<file path="src/rtl/tune_pkg.sv">
package tune_pkg;

  typedef enum logic [2:0] {
    SW_IDLE,
    SW_APPLY,
    SW_SETTLE,
    SW_WAIT,
    SW_NEXT,
    SW_PICK,
    SW_FINAL
  } sweep_st_e;

  typedef enum logic [1:0] {
    AP_IDLE,
    AP_REQ,
    AP_GAP
  } apply_st_e;

endpackage

</file>
<file path="src/rtl/tune_apply.sv">
module tune_apply
  import tune_pkg::*;
#(
  parameter int TAP_W       = 6,
  parameter int UPD_TIMEOUT = 16,
  parameter int UPD_REPEAT  = 2
) (
  input  logic             clk,
  input  logic             rst_n,
  input  logic             go,
  input  logic [TAP_W-1:0] tap_in,
  output logic [TAP_W-1:0] tap_field,
  output logic             upd_req,
  input  logic             upd_taken,
  output logic             fin,
  output logic             ok
);

  localparam int TW = $clog2(UPD_TIMEOUT + 1);
  localparam int RW = $clog2(UPD_REPEAT + 1);
  localparam logic [TW-1:0] T_LAST = TW'(UPD_TIMEOUT - 1);
  localparam logic [RW-1:0] R_LAST = RW'(UPD_REPEAT - 1);

  apply_st_e       st;
  logic [TW-1:0]   tcnt;
  logic [RW-1:0]   rep;

  always_ff @(posedge clk or negedge rst_n) begin
    if (!rst_n) begin
      st        <= AP_IDLE;
      tap_field <= '0;
      upd_req   <= 1'b0;
      tcnt      <= '0;
      rep       <= '0;
      fin       <= 1'b0;
      ok        <= 1'b0;
    end else begin
      fin <= 1'b0;
      unique case (st)
        AP_IDLE: begin
          if (go) begin
            tap_field <= tap_in;
            upd_req   <= 1'b1;
            tcnt      <= '0;
            rep       <= '0;
            st        <= AP_REQ;
          end
        end
        AP_REQ: begin
          if (upd_taken) begin
            upd_req <= 1'b0;
            if (rep == R_LAST) begin
              fin <= 1'b1;
              ok  <= 1'b1;
              st  <= AP_IDLE;
            end else begin
              rep <= rep + 1'b1;
              st  <= AP_GAP;
            end
          end else if (tcnt == T_LAST) begin
            upd_req <= 1'b0;
            fin     <= 1'b1;
            ok      <= 1'b0;
            st      <= AP_IDLE;
          end else begin
            tcnt <= tcnt + 1'b1;
          end
        end
        AP_GAP: begin
          upd_req <= 1'b1;
          tcnt    <= '0;
          st      <= AP_REQ;
        end
        default: st <= AP_IDLE;
      endcase
    end
  end

  // the value seen by the delay logic does not move under a live request
  p_req_tap_stable_r2: assert property (@(posedge clk) disable iff (!rst_n)
    (upd_req && $past(upd_req)) |-> $stable(tap_field));

  // the wait counter never passes the timeout window
  p_wait_bound_r3: assert property (@(posedge clk) disable iff (!rst_n)
    upd_req |-> (tcnt < TW'(UPD_TIMEOUT)));

  // a taken request is dropped on the next cycle
  p_req_drop_r2: assert property (@(posedge clk) disable iff (!rst_n)
    (upd_req && upd_taken && st == AP_REQ) |=> !upd_req);

endmodule

</file>
<file path="src/rtl/tune_streak.sv">
module tune_streak #(
  parameter int IDX_W = 6,
  parameter int LEN_W = 6
) (
  input  logic             clk,
  input  logic             rst_n,
  input  logic             clear,
  input  logic             rec,
  input  logic             pass,
  input  logic [IDX_W-1:0] idx,
  output logic [LEN_W-1:0] best_len,
  output logic [IDX_W-1:0] best_end
);

  logic [LEN_W-1:0] cur_len;
  logic [LEN_W-1:0] cur_nxt;

  always_comb cur_nxt = cur_len + 1'b1;

  always_ff @(posedge clk or negedge rst_n) begin
    if (!rst_n) begin
      cur_len  <= '0;
      best_len <= '0;
      best_end <= '0;
    end else if (clear) begin
      cur_len  <= '0;
      best_len <= '0;
      best_end <= '0;
    end else if (rec) begin
      if (pass) begin
        cur_len <= cur_nxt;
        if (cur_nxt > best_len) begin
          best_len <= cur_nxt;
          best_end <= idx;
        end
      end else begin
        cur_len <= '0;
      end
    end
  end

  // the best run only grows between clears
  p_best_grows_r5: assert property (@(posedge clk) disable iff (!rst_n)
    !clear |=> (best_len >= $past(best_len)));

  // the running streak never exceeds the recorded best
  p_cur_le_best_r5: assert property (@(posedge clk) disable iff (!rst_n)
    cur_len <= best_len);

endmodule

</file>
<file path="src/rtl/tune_pick.sv">
module tune_pick #(
  parameter int IDX_W = 6,
  parameter int LEN_W = 6
) (
  input  logic [LEN_W-1:0] best_len,
  input  logic [IDX_W-1:0] best_end,
  output logic [IDX_W-1:0] centre
);

  localparam int SW = (IDX_W > LEN_W) ? IDX_W : LEN_W;

  logic [SW-1:0] half;
  logic [SW-1:0] diff;

  always_comb begin
    half   = SW'(best_len >> 1);
    diff   = SW'(best_end) - half;
    centre = diff[IDX_W-1:0];
  end

  // the centre lies inside the run whenever a run exists
  always_comb begin
    if (best_len != '0) begin
      a_centre_in_run_r6: assert (SW'(best_end) >= half);
    end
  end

endmodule

</file>
<file path="src/rtl/tune_sweep_engine.sv">
module tune_sweep_engine
  import tune_pkg::*;
#(
  parameter int TAP_W       = 6,
  parameter int NUM_TAPS    = 40,
  parameter int UPD_TIMEOUT = 16,
  parameter int UPD_REPEAT  = 2,
  parameter int SETTLE_CYC  = 4
) (
  input  logic             clk,
  input  logic             rst_n,
  input  logic             start,
  output logic             busy,
  output logic             done,
  output logic             err,
  output logic [TAP_W-1:0] tap_sel,
  output logic [TAP_W-1:0] tap_field,
  output logic             upd_req,
  input  logic             upd_taken,
  output logic             chk_start,
  input  logic             chk_done,
  input  logic             chk_pass
);

  localparam int LEN_W = $clog2(NUM_TAPS + 1);
  localparam int SET_W = $clog2(SETTLE_CYC + 1);
  localparam logic [TAP_W-1:0] IDX_LAST = TAP_W'(NUM_TAPS - 1);
  localparam logic [SET_W-1:0] SET_LAST = SET_W'(SETTLE_CYC - 1);

  sweep_st_e        st;
  logic [TAP_W-1:0] idx;
  logic [SET_W-1:0] scnt;
  logic             ap_go;
  logic [TAP_W-1:0] ap_tap;
  logic             ap_fin;
  logic             ap_ok;
  logic             str_clr;
  logic             rec;
  logic             rec_pass;
  logic [LEN_W-1:0] best_len;
  logic [TAP_W-1:0] best_end;
  logic [TAP_W-1:0] centre;

  tune_apply #(
    .TAP_W      (TAP_W),
    .UPD_TIMEOUT(UPD_TIMEOUT),
    .UPD_REPEAT (UPD_REPEAT)
  ) u_apply (
    .clk      (clk),
    .rst_n    (rst_n),
    .go       (ap_go),
    .tap_in   (ap_tap),
    .tap_field(tap_field),
    .upd_req  (upd_req),
    .upd_taken(upd_taken),
    .fin      (ap_fin),
    .ok       (ap_ok)
  );

  tune_streak #(
    .IDX_W(TAP_W),
    .LEN_W(LEN_W)
  ) u_streak (
    .clk     (clk),
    .rst_n   (rst_n),
    .clear   (str_clr),
    .rec     (rec),
    .pass    (rec_pass),
    .idx     (idx),
    .best_len(best_len),
    .best_end(best_end)
  );

  tune_pick #(
    .IDX_W(TAP_W),
    .LEN_W(LEN_W)
  ) u_pick (
    .best_len(best_len),
    .best_end(best_end),
    .centre  (centre)
  );

  always_ff @(posedge clk or negedge rst_n) begin
    if (!rst_n) begin
      st        <= SW_IDLE;
      idx       <= '0;
      scnt      <= '0;
      ap_go     <= 1'b0;
      ap_tap    <= '0;
      str_clr   <= 1'b0;
      rec       <= 1'b0;
      rec_pass  <= 1'b0;
      busy      <= 1'b0;
      done      <= 1'b0;
      err       <= 1'b0;
      tap_sel   <= '0;
      chk_start <= 1'b0;
    end else begin
      ap_go     <= 1'b0;
      str_clr   <= 1'b0;
      rec       <= 1'b0;
      done      <= 1'b0;
      chk_start <= 1'b0;
      unique case (st)
        SW_IDLE: begin
          if (start) begin
            busy    <= 1'b1;
            err     <= 1'b0;
            tap_sel <= '0;
            idx     <= '0;
            str_clr <= 1'b1;
            ap_go   <= 1'b1;
            ap_tap  <= '0;
            st      <= SW_APPLY;
          end
        end
        SW_APPLY: begin
          if (ap_fin) begin
            if (ap_ok) begin
              scnt <= '0;
              st   <= SW_SETTLE;
            end else begin
              rec      <= 1'b1;
              rec_pass <= 1'b0;
              st       <= SW_NEXT;
            end
          end
        end
        SW_SETTLE: begin
          if (scnt == SET_LAST) begin
            chk_start <= 1'b1;
            st        <= SW_WAIT;
          end else begin
            scnt <= scnt + 1'b1;
          end
        end
        SW_WAIT: begin
          if (chk_done) begin
            rec      <= 1'b1;
            rec_pass <= chk_pass;
            st       <= SW_NEXT;
          end
        end
        SW_NEXT: begin
          if (idx == IDX_LAST) begin
            st <= SW_PICK;
          end else begin
            idx    <= idx + 1'b1;
            ap_tap <= idx + 1'b1;
            ap_go  <= 1'b1;
            st     <= SW_APPLY;
          end
        end
        SW_PICK: begin
          if (best_len == '0) begin
            done <= 1'b1;
            err  <= 1'b1;
            busy <= 1'b0;
            st   <= SW_IDLE;
          end else begin
            tap_sel <= centre;
            ap_tap  <= centre;
            ap_go   <= 1'b1;
            st      <= SW_FINAL;
          end
        end
        SW_FINAL: begin
          if (ap_fin) begin
            done <= 1'b1;
            err  <= !ap_ok;
            busy <= 1'b0;
            st   <= SW_IDLE;
          end
        end
        default: st <= SW_IDLE;
      endcase
    end
  end

  // done lasts exactly one cycle
  p_done_pulse_r10: assert property (@(posedge clk) disable iff (!rst_n)
    done |=> !done);

  // busy falls together with done
  p_busy_fall_r10: assert property (@(posedge clk) disable iff (!rst_n)
    $fell(busy) |-> done);

  // an empty sweep always ends in error
  p_nopass_err_r7: assert property (@(posedge clk) disable iff (!rst_n)
    (done && best_len == '0) |-> err);

  // no check is launched while an update is in flight
  p_chk_quiet_r4: assert property (@(posedge clk) disable iff (!rst_n)
    chk_start |-> !upd_req);

  // a successful result is inside the swept range
  p_sel_range_r6: assert property (@(posedge clk) disable iff (!rst_n)
    (done && !err) |-> (tap_sel <= IDX_LAST));

  // the running tap index never jumps back while busy
  p_idx_mono_r9: assert property (@(posedge clk) disable iff (!rst_n)
    (busy && $past(busy)) |-> (idx >= $past(idx)));

endmodule

</file>
<file path="config.mk">
export PLATFORM = sky130hd
export DESIGN_NAME = tune_sweep_engine
export DESIGN_NICKNAME = d
export VERILOG_FILES = /design/src/rtl/tune_pkg.sv /design/src/rtl/tune_apply.sv /design/src/rtl/tune_streak.sv /design/src/rtl/tune_pick.sv /design/src/rtl/tune_sweep_engine.sv
export SDC_FILE = /design/constraint.sdc
export NUM_CORES = 1
export LEC_CHECK = 0
export BUFFER_PORTS_ARGS = -buffer_cell sky130_fd_sc_hd__buf_2
export CAP_MARGIN = 30
export CORE_ASPECT_RATIO = 1.25
export CORE_UTILIZATION = 65
export DETAILED_ROUTE_END_ITERATION = 6
export GPL_TIMING_DRIVEN = 0
export HOLD_SLACK_MARGIN = 0.06
export PLACE_DENSITY = 0.82
export REMOVE_ABC_BUFFERS = 1
export SETUP_SLACK_MARGIN = 0.5
export SYNTH_ARGS = -nofsm -noshare
export SYNTH_HDL_FRONTEND = slang
export SYNTH_SLANG_ARGS = --single-unit
</file>
<file path="constraint.sdc">
create_clock -name clk -period 6.6 [get_ports clk]
set_clock_uncertainty 0.1 [all_clocks]
set_input_delay 1.32 -clock clk [delete_from_list [all_inputs] [get_ports clk]]
set_output_delay 1.32 -clock clk [all_outputs]
set_load 0.05 [all_outputs]
</file>
---- After elaboration in Yosys (flattened, before gate mapping) ----
Index checks and enable logic that the tools add are counted.
Widths: inputs -> output; s select.
cells by class
  $add $sub $neg .......................... 6
  $mul .................................... 0
  div/mod/pow operators ................... 0
  $lt $le $gt $ge ......................... 1
  equal/unequal tests ..................... 30
  shift operators ......................... 0
  multiplexer cells ....................... 79
  bitwise gates (word level) .............. 0
  reduce and logical (&&, ||, !) cells .... 30
operators with widths
  cell                 count
  $mux 6               14
  $mux 3               11
  $mux 1               29
  $ne 2x2->1 const B   13
  $pmux 6 s2           2
  $reduce_and 4->1     6
  $pmux 3 s7           1
  $pmux 6 s3           1
  $reduce_bool 2->1    9
  $mux 5               3
  $pmux 5 s3           1
  $reduce_and 3->1     5
  $mux 2               7
  $add 6x1->6 const B  2
  $pmux 1 s3           4
  $eq 3x2->1 const B   3
  $eq 3x3->1 const B   3
  $reduce_bool 3->1    3
  $ne 2x1->1 const B   4
  $eq 6x6->1 const B   1
  $gt 6x6->1           1
  $logic_not 6->1      1
  $pmux 1 s2           3
  $pmux 2 s3           1
  other kinds (16)     18
storage, ports and cells
  register bits ........................... 68
  bits in latches ......................... 0
  RAM bits ................................ 0
  memory bits (read-only) ................. 0
  input bits .............................. 6
  output and inout port bits .............. 17
  word-level logic and storage cells ...... 169
  memories kept ........................... 0

---- Depth between registers and ports, before layout ----
Gate-level depths: netlist of the first run.
  word-level depth ........................ 6
  mapped depth ............................ 11
  depth with buffers taken out ............ 9

---- Modules after synthesis ----
A second synthesis of the first run with hierarchy kept.
second synthesis, totals
  cell total of the unflattened synthesis .. 377
  area total of the unflattened synthesis .. 3,843.7 µm²
modules (own cells, without submodules)
  module             times used  cells each  area each (µm²)  sequential area each (µm²)
  tune_sweep_engine  1           167         1,677.9          800.8
  tune_streak        1           110         1,114.8          450.4
  tune_apply         1           69          824.5            450.4
  tune_pick          1           31          226.5            0.0

---- Worst setup path after synthesis of the first run ----
OpenSTA, ideal clock, no wires.
  kind .................................... flip-flop to flip-flop
  from .................................... register u_streak.cur_len[0]
  to ...................................... register u_streak.best_end[3]
  library setup time ...................... 0.132 ns
  arrival ................................. 2.314 ns
  required time ........................... 6.368 ns
  slack ................................... 4.054 ns
  stages on the path, launching flop included .. 12
  buffers on the path ..................... 2
  period minus slack after synthesis ...... 2.546 ns
  path through ............................ dfrtp_1 -> ha_1 -> nand3_1 -> xnor2_1 -> ha_1 -> and4_1 -> a31o_2 -> a31o_2 -> buf_2 -> buf_2 -> mux2i_1 -> nor2_1
between the ends
  longest elaborated chain between the ends .. 4
ends and longest elaborated chain
  item                                RTL line           text
  start, declared                     tune_streak.sv:15  logic [LEN_W-1:0] cur_len;
  start signal, assigned              tune_streak.sv:31  cur_len <= cur_nxt;
  $add 6x1->6                         tune_streak.sv:18  always_comb cur_nxt = cur_len + 1'b1;
  $gt 6x6->1                          tune_streak.sv:32  if (cur_nxt > best_len) begin
  $reduce_bool 2->1 (no source line)  n/a
  $reduce_and 3->1 (no source line)   n/a
  end signal, assigned                tune_streak.sv:34  best_end <= idx;
  end, declared                       tune_streak.sv:12  output logic [IDX_W-1:0] best_end
Every way passes these cells.
A chain may end at the register's enable or synchronous reset.

---- Worst setup path in the final report of the first run ----
  from .................................... register u_streak.cur_len[0]
  to ...................................... register u_streak.best_len[1]
between the ends
  longest elaborated chain between the ends .. 5
  elaborated cells on any way between the ends .. 8
  those cells by class .................... 1 x add/sub; 1 x order compare; 4 x mux; 2 x reduce/logical
ends and longest elaborated chain
  item                                                                RTL line           text
  $add 6x1->6 (*)                                                     tune_streak.sv:18
  parallel branches: the longest is 4 deep, another holds $gt 6x6->1  n/a
  end signal, assigned                                                tune_streak.sv:33  best_len <= cur_nxt;
  end, declared                                                       tune_streak.sv:11  output logic [LEN_W-1:0] best_len,
Every way passes the cells marked *. The select of a mux whose other input is x is not followed.

==> results_dict.tcl, run 1 <==
set metrics [dict create \
    status "completed" \
    criticalPathCategory "flop to flop" \
    p_int_mw 1.09 \
    clk_latency_ps 350 \
    grt_pass1_wl_mm 12.0 \
    slowest_stage "dfrtp_1" \
    seqCellArea_um2 1700 \
    remaining_drc_errors 0 \
    path_cells "ha_1, nand3_1, xnor2_1, ha_1, and4_1, a31o_2, a31o_2, mux2i_1, nor2_1" \
    antenna_left 0 \
    crit_buf_inv 0 \
    cp-end-kind "flop" \
    syn_area_per_cell_um2 10.0 \
    maxSlewViolCount 0 \
    async_flop_share 1.00 \
    p_sw_mw 0.744 \
    area_growth_pct 9.65 \
    slew_headroom 0.428 \
    ir_drop_mv 0.321 \
    tritoncts "built" \
    yosys.area.top_type_share 0.474 \
    antenna_found_initial 0 \
    dp_cells 426 \
    finalWorstSetupSlack_ps 3970 \
    ioPinCount 23 \
    pwr-share-comb 0.412 \
    grt-ovfl-total 0 \
    rrSetupSlack_ps 3970 \
    n_antenna_cell 0 \
    drt-total-wl_mm 6.96 \
    first_global_vias 2714 \
    netlist_top_cells_area "dfrtp_1 47%, ha_1 6.3%, nor2_1 5.2%" \
    die_width_um 68.5 \
    cp.arrival_ps 2740 \
    finalHoldViolCount 0 \
    crit_path_max_incr_delay_ps 390 \
    ys_seq_area_frac 0.474 \
    cts_resized 0 \
    cts_root_buffer "clkbuf_8" \
    fin_crit_ps 2630 \
    fin_util 0.759 \
    synth_area_um2 3590 \
    synth_edf_count 0 \
    synthFlopType "dfrtp_1" \
    first_pass_iters 4 \
    syn_inst 358 \
    die_h_um 85.1 \
    core-area_um2 5190 \
    rsz0062_at_grt "no" \
    num_vias 2647 \
    wire_per_inst_um 15.8 \
    die-area_um2 5830 \
    worst_pin_slew_ps 859 \
    ys_warn_count 0 \
    yosys-mux-area-fraction 0.0745 \
    cts_htree_levels 3 \
    portBuffers 22 \
    hold_class "flop to flop" \
    post_cts.repair.setup_buffers 0 \
    yosysUniqueCellTypes 53 \
    place_congestion 0.827 \
    setup_viol 0 \
    finalNonFillerCells 442 \
    grt_usage 0.279 \
    first_iter_violations 153 \
    cts_buffers 9 \
    grt_max_degree 69 \
    synthSimpleGateAreaFrac 0.168 \
    setup-tns-final_ps 0 \
    maxCapViolations 0 \
    cp.required_ps 6710 \
    vias_per_cell 5.99 \
    fp-row-count 29 \
    pwr-share-clk 0.228 \
    synth_top_cell_by_area "dfrtp_1" \
    clock_path_buffers 2 \
    pre_cts_slack_ps 3720 \
    fin_crit_sh 0.399 \
    synth_seq_cells 68 \
    crit_family "compound AO/OA/AOI/OAI gates" \
    sw_frac_of_total 0.406 \
    max_freq_mhz 380 \
    final_nets 400 \
    synthXorXnorAreaFrac 0.0293 \
    drive_gt1_frac 0.163 \
    synth_top_family_by_area "simple AND/OR/NAND/NOR gates" \
    multi_input_area_um2 1730 \
    clkTransAtPathRegs_ps 70 \
    fillers 377 \
    start_util 0.692 \
    power.density_nw_per_um2 465 \
    hpwl_mm 4.87 \
    ctsHoldBuffers 0 \
    synth_compound_area_frac 0.142 \
    clock_sinks 68 \
    p_leak_nw 1.90 \
    start_kind "flop" \
    seqPwrFrac 0.359 \
    worst-path-max-fanout 16 \
    synth-adder-area-share 0.0683 \
]
-- sequential cells by signal (all words and copies together), names as in the netlist, 2 cells and up --
register	cells
u_streak.best_len	6
st	3
scnt	3
u_streak.cur_len	6
u_apply.rep	2
ap_tap	6
u_streak.best_end	6
u_apply.st	2
u_apply.tcnt	5
u_apply.tap_field	6
idx	6
tap_sel	6
-- cell families (layout without fill, tap and decap cells) --
group	Yosys count	after routing
fa+ha+maj	19	19
xor+xnor	12	12
flops	68	68
compound gates	78	78
mux	25	25
simple gates	122	122
buf+inv	34	56
-- cell type report --
class	instances	area share
clock buffers	10	0.0349
inverters	18	0.0172
well taps	62	0.0197
multi-input cells	256	0.439
repair buffers	22	0.0286
flip-flops and latches	68	0.432
clock inverters	6	0.0283
-- worst paths after layout --
kind	depth (start not counted)	from	to
setup reg to reg	9	u_streak.cur_len[0]	u_streak.best_len[1]
max in group asynchronous	1	rst_n	u_streak.best_len[3]
hold / removal	2	scnt[2]	scnt[2]
setup / recovery	9	u_streak.cur_len[0]	u_streak.best_len[1]
min in group asynchronous	1	rst_n	u_streak.cur_len[4]
hold reg to reg	2	scnt[2]	scnt[2]
-- power groups by stage --
stage               sequential [mW]  combinational (mW)  clock (mW)
floorplan                     0.763               0.464           0
global placement              0.656               0.729           0
detailed placement            0.662               0.750           0
CTS                           0.657               0.761       0.424
global route                  0.679               0.835       0.442
finish                        0.658               0.755       0.418
-- worst min-delay path, cell delays in order, from the launching register on --
cell and delay (ps):
dfrtp_1 350, nand2_1 50, o31ai_1 50
-- Yosys cell counts, types with 6 or more instances --
master	instances
nand3_1	9
nand2_1	21
dfrtp_1	68
xor2_1	6
xnor2_1	6
nor2b_1	8
inv_1	18
o21ai_0	19
nor2_1	50
a21oi_1	21
nand2b_1	8
mux2i_1	11
mux2_2	13
ha_1	18
clkbuf_1	6
-- cell usage in the layout, fill, tap and decap left out, types with 2 or more instances in the layout --
cell,netlist,routed
o21a_1,3,3
mux2i_1,11,11
nand2_1,21,21
nor3b_1,5,5
bufinv_16,0,3
nand2b_1,8,8
nand3_1,9,9
a21oi_1,21,21
xor2_1,6,6
a211oi_1,5,5
mux2_2,13,13
o22a_1,4,4
ha_1,18,18
dfrtp_1,68,68
nand4_1,3,3
o21ai_0,19,19
a31oi_1,2,2
o22ai_1,2,2
buf_2,5,21
a22o_1,4,4
nor2b_1,8,8
nor2_1,50,50
o221ai_1,2,2
inv_1,18,18
or3_1,2,2
a21o_1,3,3
o31ai_1,3,3
clkbuf_8,0,10
nor3_1,4,4
a31o_2,4,4
xnor2_1,6,6
-- metal layers --
layer	global-route usage	routed length, um	up-vias	part of all wire
li1	-	-	1286	-
met1	0.338	2980	1318	0.43
met2	0.477	3670	32	0.53
met3	0.0645	184	11	0.026
met4	0.0909	121	0	0.017
met5	0	0	-	0
-- per-stage QoR --
stage	power (mW)	area [um^2]	hold slack, ps
4_1_cts	1.84	3940	397
6_report	1.83	3940	388
5_1_grt	1.96	3940	410
3_5_place_dp	1.41	3690	367
3_3_place_gp	1.38	3690	356
2_1_floorplan	1.23	3500	349
Note: power is estimated with default switching activity, not from simulation.
==> run 2, diff against run 1 <==
- ABC_AREA: default -> 1
- CORE_UTILIZATION: 65 -> 60
- PLACE_DENSITY: 0.82 -> 0.76
- clock period: 6.6 -> 2.5 ns (I/O delays scaled with it)
==> run 2 against run 1 <==
The run now ends with DRC left. Sequential cell count unchanged. Hold slack got worse by 250 ps. Critical path type unchanged. Core utilization about the same. Final area increased by 7.0%. Via count increased by 12%. Critical path depth increased by 5. Fmax increased by 17%. Non-clock buffer count increased by 12. Highest routed layer unchanged.
==> results_dict.tcl, run 2 <==
set metrics [dict create \
    clk_latency_ps 350 \
    p_leak_nw 2.13 \
    ir_drop_mv 0.821 \
    maxSlewViolCount 0 \
    setup_viol 0 \
    yosysMostFrequentCell "nand2_1" \
    hpwl_mm 4.93 \
    maxCapViolations 0 \
    finalWorstSetupSlack_ps 250 \
    rsz0062_at_grt "yes" \
    rr_worst_depth 14 \
    fin_crit_ps 2250 \
    worst-path-max-fanout 4 \
    rr_startpoint "u_streak.cur_len[1]" \
    synth_edf_count 0 \
    worst_pin_slew_ps 844 \
    async_flop_share 1.00 \
    first_pass_iters 7 \
    dp_cells 509 \
    ys_top_cells_by_count "105 x nand2_1, 68 x dfrtp_1, 58 x inv_1, 34 x nor2_1, 32 x nand3_1" \
    area_growth_pct 19.1 \
    yosys.area.top_type_share 0.481 \
    tritoncts "built" \
    grt_usage 0.262 \
    slowest_stage "dfrtp_1" \
    ioPinCount 23 \
    max_freq_mhz 444 \
    ys_seq_area_frac 0.481 \
    place_congestion 0.856 \
    clkTransAtPathRegs_ps 80 \
    fp-row-count 30 \
    cp.arrival_ps 2360 \
    cts_htree_levels 3 \
    remaining_drc_errors 4 \
    core-area_um2 5560 \
    netlist_top_cells_area "dfrtp_1 48%, nand2_1 11%, ha_1 6.4%" \
    cp-end-kind "flop" \
    cts_root_buffer "clkbuf_8" \
    grt-ovfl-total 0 \
    cp.required_ps 2610 \
    r2r-end "u_streak.best_end[4]" \
    rrSetupSlack_ps 250 \
    vias_per_cell 5.54 \
    synth_area_um2 3540 \
    synth_seq_cells 68 \
    fin_crit_sh 0.900 \
    crit_path_max_incr_delay_ps 410 \
    multi_input_area_um2 1690 \
    finalNonFillerCells 537 \
    ys_warn_count 0 \
    seqCellArea_um2 1700 \
    power.density_nw_per_um2 1050 \
    pre_cts_slack_ps -126 \
    setup-tns-final_ps 0 \
    violations "DRC" \
    die_h_um 87.9 \
    first_iter_violations 156 \
    syn_area_per_cell_um2 8.25 \
    path_cells "nand4_1, nor2_1, nand2_1, nand2_2, inv_2, ha_4, nand2_4, nor2_4, o21ai_2, nand3_2, nand2_4, buf_6, nand2_1, a21oi_2" \
    fin_util 0.759 \
    ctsHoldBuffers 0 \
    antenna_found_initial 0 \
    final_cell_mix "98 x nand2_1, 68 x dfrtp_1, 56 x inv_1, 34 x nor2_1, 27 x nand3_1" \
    drive_gt1_frac 0.209 \
    wire_per_inst_um 14.3 \
    drt-total-wl_mm 7.70 \
    yosysUniqueCellTypes 33 \
    syn_inst 429 \
    grt_max_degree 69 \
    criticalPathCategory "flop to flop" \
    clock_path_buffers 2 \
    status "finished with violations" \
    slew_headroom 0.437 \
    synthFlopType "dfrtp_1" \
    portBuffers 22 \
    layout_commonest_cell "nand2_1" \
    hold_class "input pin to asynchronous set/reset pin" \
    n_antenna_cell 0 \
    fillers 388 \
    finalHoldViolCount 0 \
    cts_buffers 9 \
    hold-worst-slack_ps 138 \
    start_kind "flop" \
    antenna_left 0 \
    die-area_um2 6210 \
    clock_sinks 68 \
    synth_top_cell_by_area "dfrtp_1" \
    die_width_um 70.7 \
    num_vias 2974 \
    first_global_vias 2883 \
    final_nets 493 \
    grt_pass1_wl_mm 12.5 \
    start_util 0.637 \
]
==> run 2: critical path: cells and delay by family (launching register included) <==
kind,cells,cell delay (ps)
simple gates,9,1010
flops,1,410
fa+ha+maj,1,280
buf+inv,2,190
compound gates,2,130
==> run 2: report_power, final <==
| part | leakage, nW | internal (mW) | switching [mW] |
|---|---|---|---|
| Clock | 0.127 | 0.765 | 0.427 |
| Sequential | 0.910 | 1.37 | 0.220 |
| Combinational | 1.09 | 0.502 | 1.13 |
==> run 2: how the worst max path moves through the flow <==
stage,start,to,slack [ps],cells after the start
6_report,u_streak.cur_len[1],u_streak.best_end[4],250,14
5_1_grt,u_streak.cur_len[1],u_streak.best_end[4],120,14
2_1_floorplan,u_streak.cur_len[0],u_streak.best_len[0],260,12
4_1_cts,u_streak.cur_len[1],u_streak.best_len[3],370,13
3_5_place_dp,u_streak.cur_len[0],u_streak.best_end[0],-130,12
3_3_place_gp,u_streak.cur_len[0],u_streak.best_end[0],-120,12
==> run 2: metrics by stage <==
stage	power [mW]	cell area [um^2]
after global routing	4.71	4220
after CTS	4.37	4070
final	4.42	4220
after floorplan	2.74	3490
after global placement	3.06	3680
after detailed placement	3.12	3680
==> run 2: kinds of logic (layout without fill, tap and decap cells) <==
family / Yosys count / after routing / share of synthesized area
buf+inv: 71 / 115 / 0.0820
simple gates: 193 / 193 / 0.239
compound gates: 73 / 73 / 0.115
mux: 3 / 3 / 0.00919
flops: 68 / 68 / 0.481
fa+ha+maj: 19 / 19 / 0.0693
xor+xnor: 2 / 2 / 0.00495
==> run 2: repair_timing <==
item                       CTS  global route
pin swaps                    7            15
setup endpoints to repair   12            16
setup buffers               10             1
gates cloned                 0             1
resized for setup           13            23
==> run 2: cell type report <==
cell class / instances / area share
Timing Repair Buffer: 34 / 0.0561
Clock buffer: 10 / 0.0303
Inverter: 65 / 0.0579
Tap cell: 64 / 0.0190
Sequential cell: 68 / 0.404
Clock inverter: 6 / 0.0324
Multi-Input combinational cell: 290 / 0.401
==> run 2: routing by layer <==
| metal | part of all wire | track usage | up-vias | wire length [um] |
|---|---|---|---|---|
| li1 | - | - | 1456 | - |
| met1 | 0.44 | 0.324 | 1429 | 3410 |
| met4 | 0.020 | 0.107 | 0 | 155 |
| met2 | 0.50 | 0.450 | 69 | 3870 |
| met3 | 0.035 | 0.0575 | 20 | 268 |
| met5 | 0 | 0 | - | 0 |
==> run 3, diff against run 2 <==
- CORE_ASPECT_RATIO: 1.25 -> default
==> run 3 against run 2 <==
The flow now finishes without violations. Sequential share of layout area increased by 0.53 points. Cell count increased by 1.9%. Die area about the same. Sequential power about the same. Fmax decreased by 4.1%. Core utilization decreased by 1.6 points. Wire length increased by 3.2%. Largest power group unchanged. Via count increased by 1.8%. First-iteration DRC count increased by 49%. Combinational power about the same.
==> results_dict.tcl, run 3 (synthesis results as in run 2) <==
set metrics [dict create \
    status "completed" \
    ioPinCount 23 \
    grt_max_degree 69 \
    pwr-share-clk 0.228 \
    p_leak_nw 2.11 \
    pwr-share-comb 0.393 \
    antenna_found_initial 0 \
    antenna_left 0 \
    core-area_um2 5610 \
    grt_pass1_wl_mm 13.4 \
    cp-end-kind "flop" \
    die-area_um2 6210 \
    die_width_um 78.8 \
    worst_pin_slew_ps 821 \
    remaining_drc_errors 0 \
    final_cell_area_um2 4160 \
    hold-worst-slack_ps 145 \
    dp_cells 517 \
    power.density_nw_per_um2 1010 \
    wire_per_inst_um 14.5 \
    die_h_um 78.8 \
    maxCapViolations 0 \
    crit_buf_inv 3 \
    crit_family "simple AND/OR/NAND/NOR gates" \
    sw_frac_of_total 0.422 \
    final_cell_mix "98 x nand2_1, 67 x dfrtp_1, 56 x inv_1, 34 x nor2_1, 29 x nand3_1" \
    rsz0062_at_grt "yes" \
    drt-total-wl_mm 7.95 \
    slowest_stage "dfrtp_1" \
    final_nets 495 \
    max_freq_mhz 426 \
    place_congestion 0.871 \
    criticalPathCategory "flop to flop" \
    rr_worst_depth 13 \
    worst-path-max-fanout 8 \
    start_util 0.631 \
    hpwl_mm 4.98 \
    cts_root_buffer "clkbuf_8" \
    num_vias 3029 \
    finalNonFillerCells 547 \
    fillers 420 \
    ir_drop_mv 0.609 \
    cts_buffers 9 \
    fin_crit_sh 0.938 \
    hold_class "input pin to asynchronous set/reset pin" \
    clock_path_buffers 2 \
    layout_commonest_cell "nand2_1" \
    cp.required_ps 2670 \
    path_cells "buf_4, ha_4, nand3_2, xor2_2, inv_2, ha_4, nand2_4, o21bai_1, nand3_2, nand2_4, buf_8, nand2_1, a21oi_1" \
    grt_usage 0.283 \
    ctsHoldBuffers 0 \
    fin_util 0.743 \
    p_total_mw 4.19 \
    fin_crit_ps 2350 \
    r2r-end "u_streak.best_end[4]" \
    finalWorstSetupSlack_ps 154 \
    fp-row-count 27 \
    cp.arrival_ps 2510 \
    slew_headroom 0.453 \
    n_antenna_cell 0 \
    start_kind "flop" \
    rr_startpoint "u_streak.cur_len[1]" \
    crit_path_max_incr_delay_ps 390 \
    maxSlewViolCount 0 \
    finalHoldViolCount 0 \
    cts_htree_levels 3 \
    p_sw_mw 1.77 \
    rrSetupSlack_ps 150 \
    setup-tns-final_ps 0 \
    clkTransAtPathRegs_ps 70 \
    setup_viol 0 \
    vias_per_cell 5.54 \
    portBuffers 22 \
    pre_cts_slack_ps -216 \
    drive_gt1_frac 0.208 \
    clk_latency_ps 350 \
    area_growth_pct 17.7 \
    p_int_mw 2.42 \
    first_global_vias 3065 \
    seqPwrFrac 0.379 \
    grt-ovfl-total 0 \
    first_iter_violations 232 \
    clock_sinks 68 \
    place_area_um2 3690 \
    tritoncts "built" \
    first_pass_iters 5 \
]
-- run 3: cell types whose count changed in the layout (fill, tap and decap cells not counted), sizes merged --
cell	change
clkbuf	+2
clkinvlp	-1
clkinv	+1
buf	+3
bufinv	-3
-- run 3: worst max path at each step --
stage / from / to / slack [ps] / cells past startpoint
6_report: u_streak.cur_len[1] / u_streak.best_end[4] / 150 / 13
5_1_grt: u_streak.cur_len[0] / u_streak.best_end[3] / 100 / 15
4_1_cts: u_streak.cur_len[1] / u_streak.best_end[2] / 350 / 15
3_5_place_dp: u_streak.cur_len[0] / u_streak.best_end[0] / -220 / 12
3_3_place_gp: u_streak.cur_len[0] / u_streak.best_end[0] / -120 / 12
2_1_floorplan: u_streak.cur_len[0] / u_streak.best_len[0] / 260 / 12
-- run 3: timing repair --
item	in CTS	in global routing
setup buffers	13	1
resized for setup	27	11
pin swaps	11	10
setup endpoints to repair	12	15
-- run 3: area by class of cell --
cell class | instances | area (um^2) | area share
sequential | 68 | 1700 | 0.409
multi-input combinational | 290 | 1670 | 0.402
clock inverter | 3 | 43.8 | 0.0105
timing repair buffer | 36 | 240 | 0.0577
tap | 72 | 90.1 | 0.0216
clock buffer | 13 | 169 | 0.0406
inverter | 65 | 244 | 0.0586
-- run 3: power by group through the flow --
stage	clock [mW]	sequential (mW)	combinational [mW]
after global placement	0	1.59	1.47
final	0.956	1.59	1.65
after global routing	1.00	1.62	1.85
after CTS	0.968	1.58	1.60
after floorplan	0	1.78	0.959
after detailed placement	0	1.60	1.51
-- run 3: per-layer routing --
metal | share of wire | up-vias | track usage
li1 | - | 1464 | -
met2 | 0.48 | 115 | 0.467
met4 | 0.039 | 0 | 0.185
met5 | 0 | - | 0
met3 | 0.050 | 33 | 0.0517
met1 | 0.43 | 1417 | 0.339
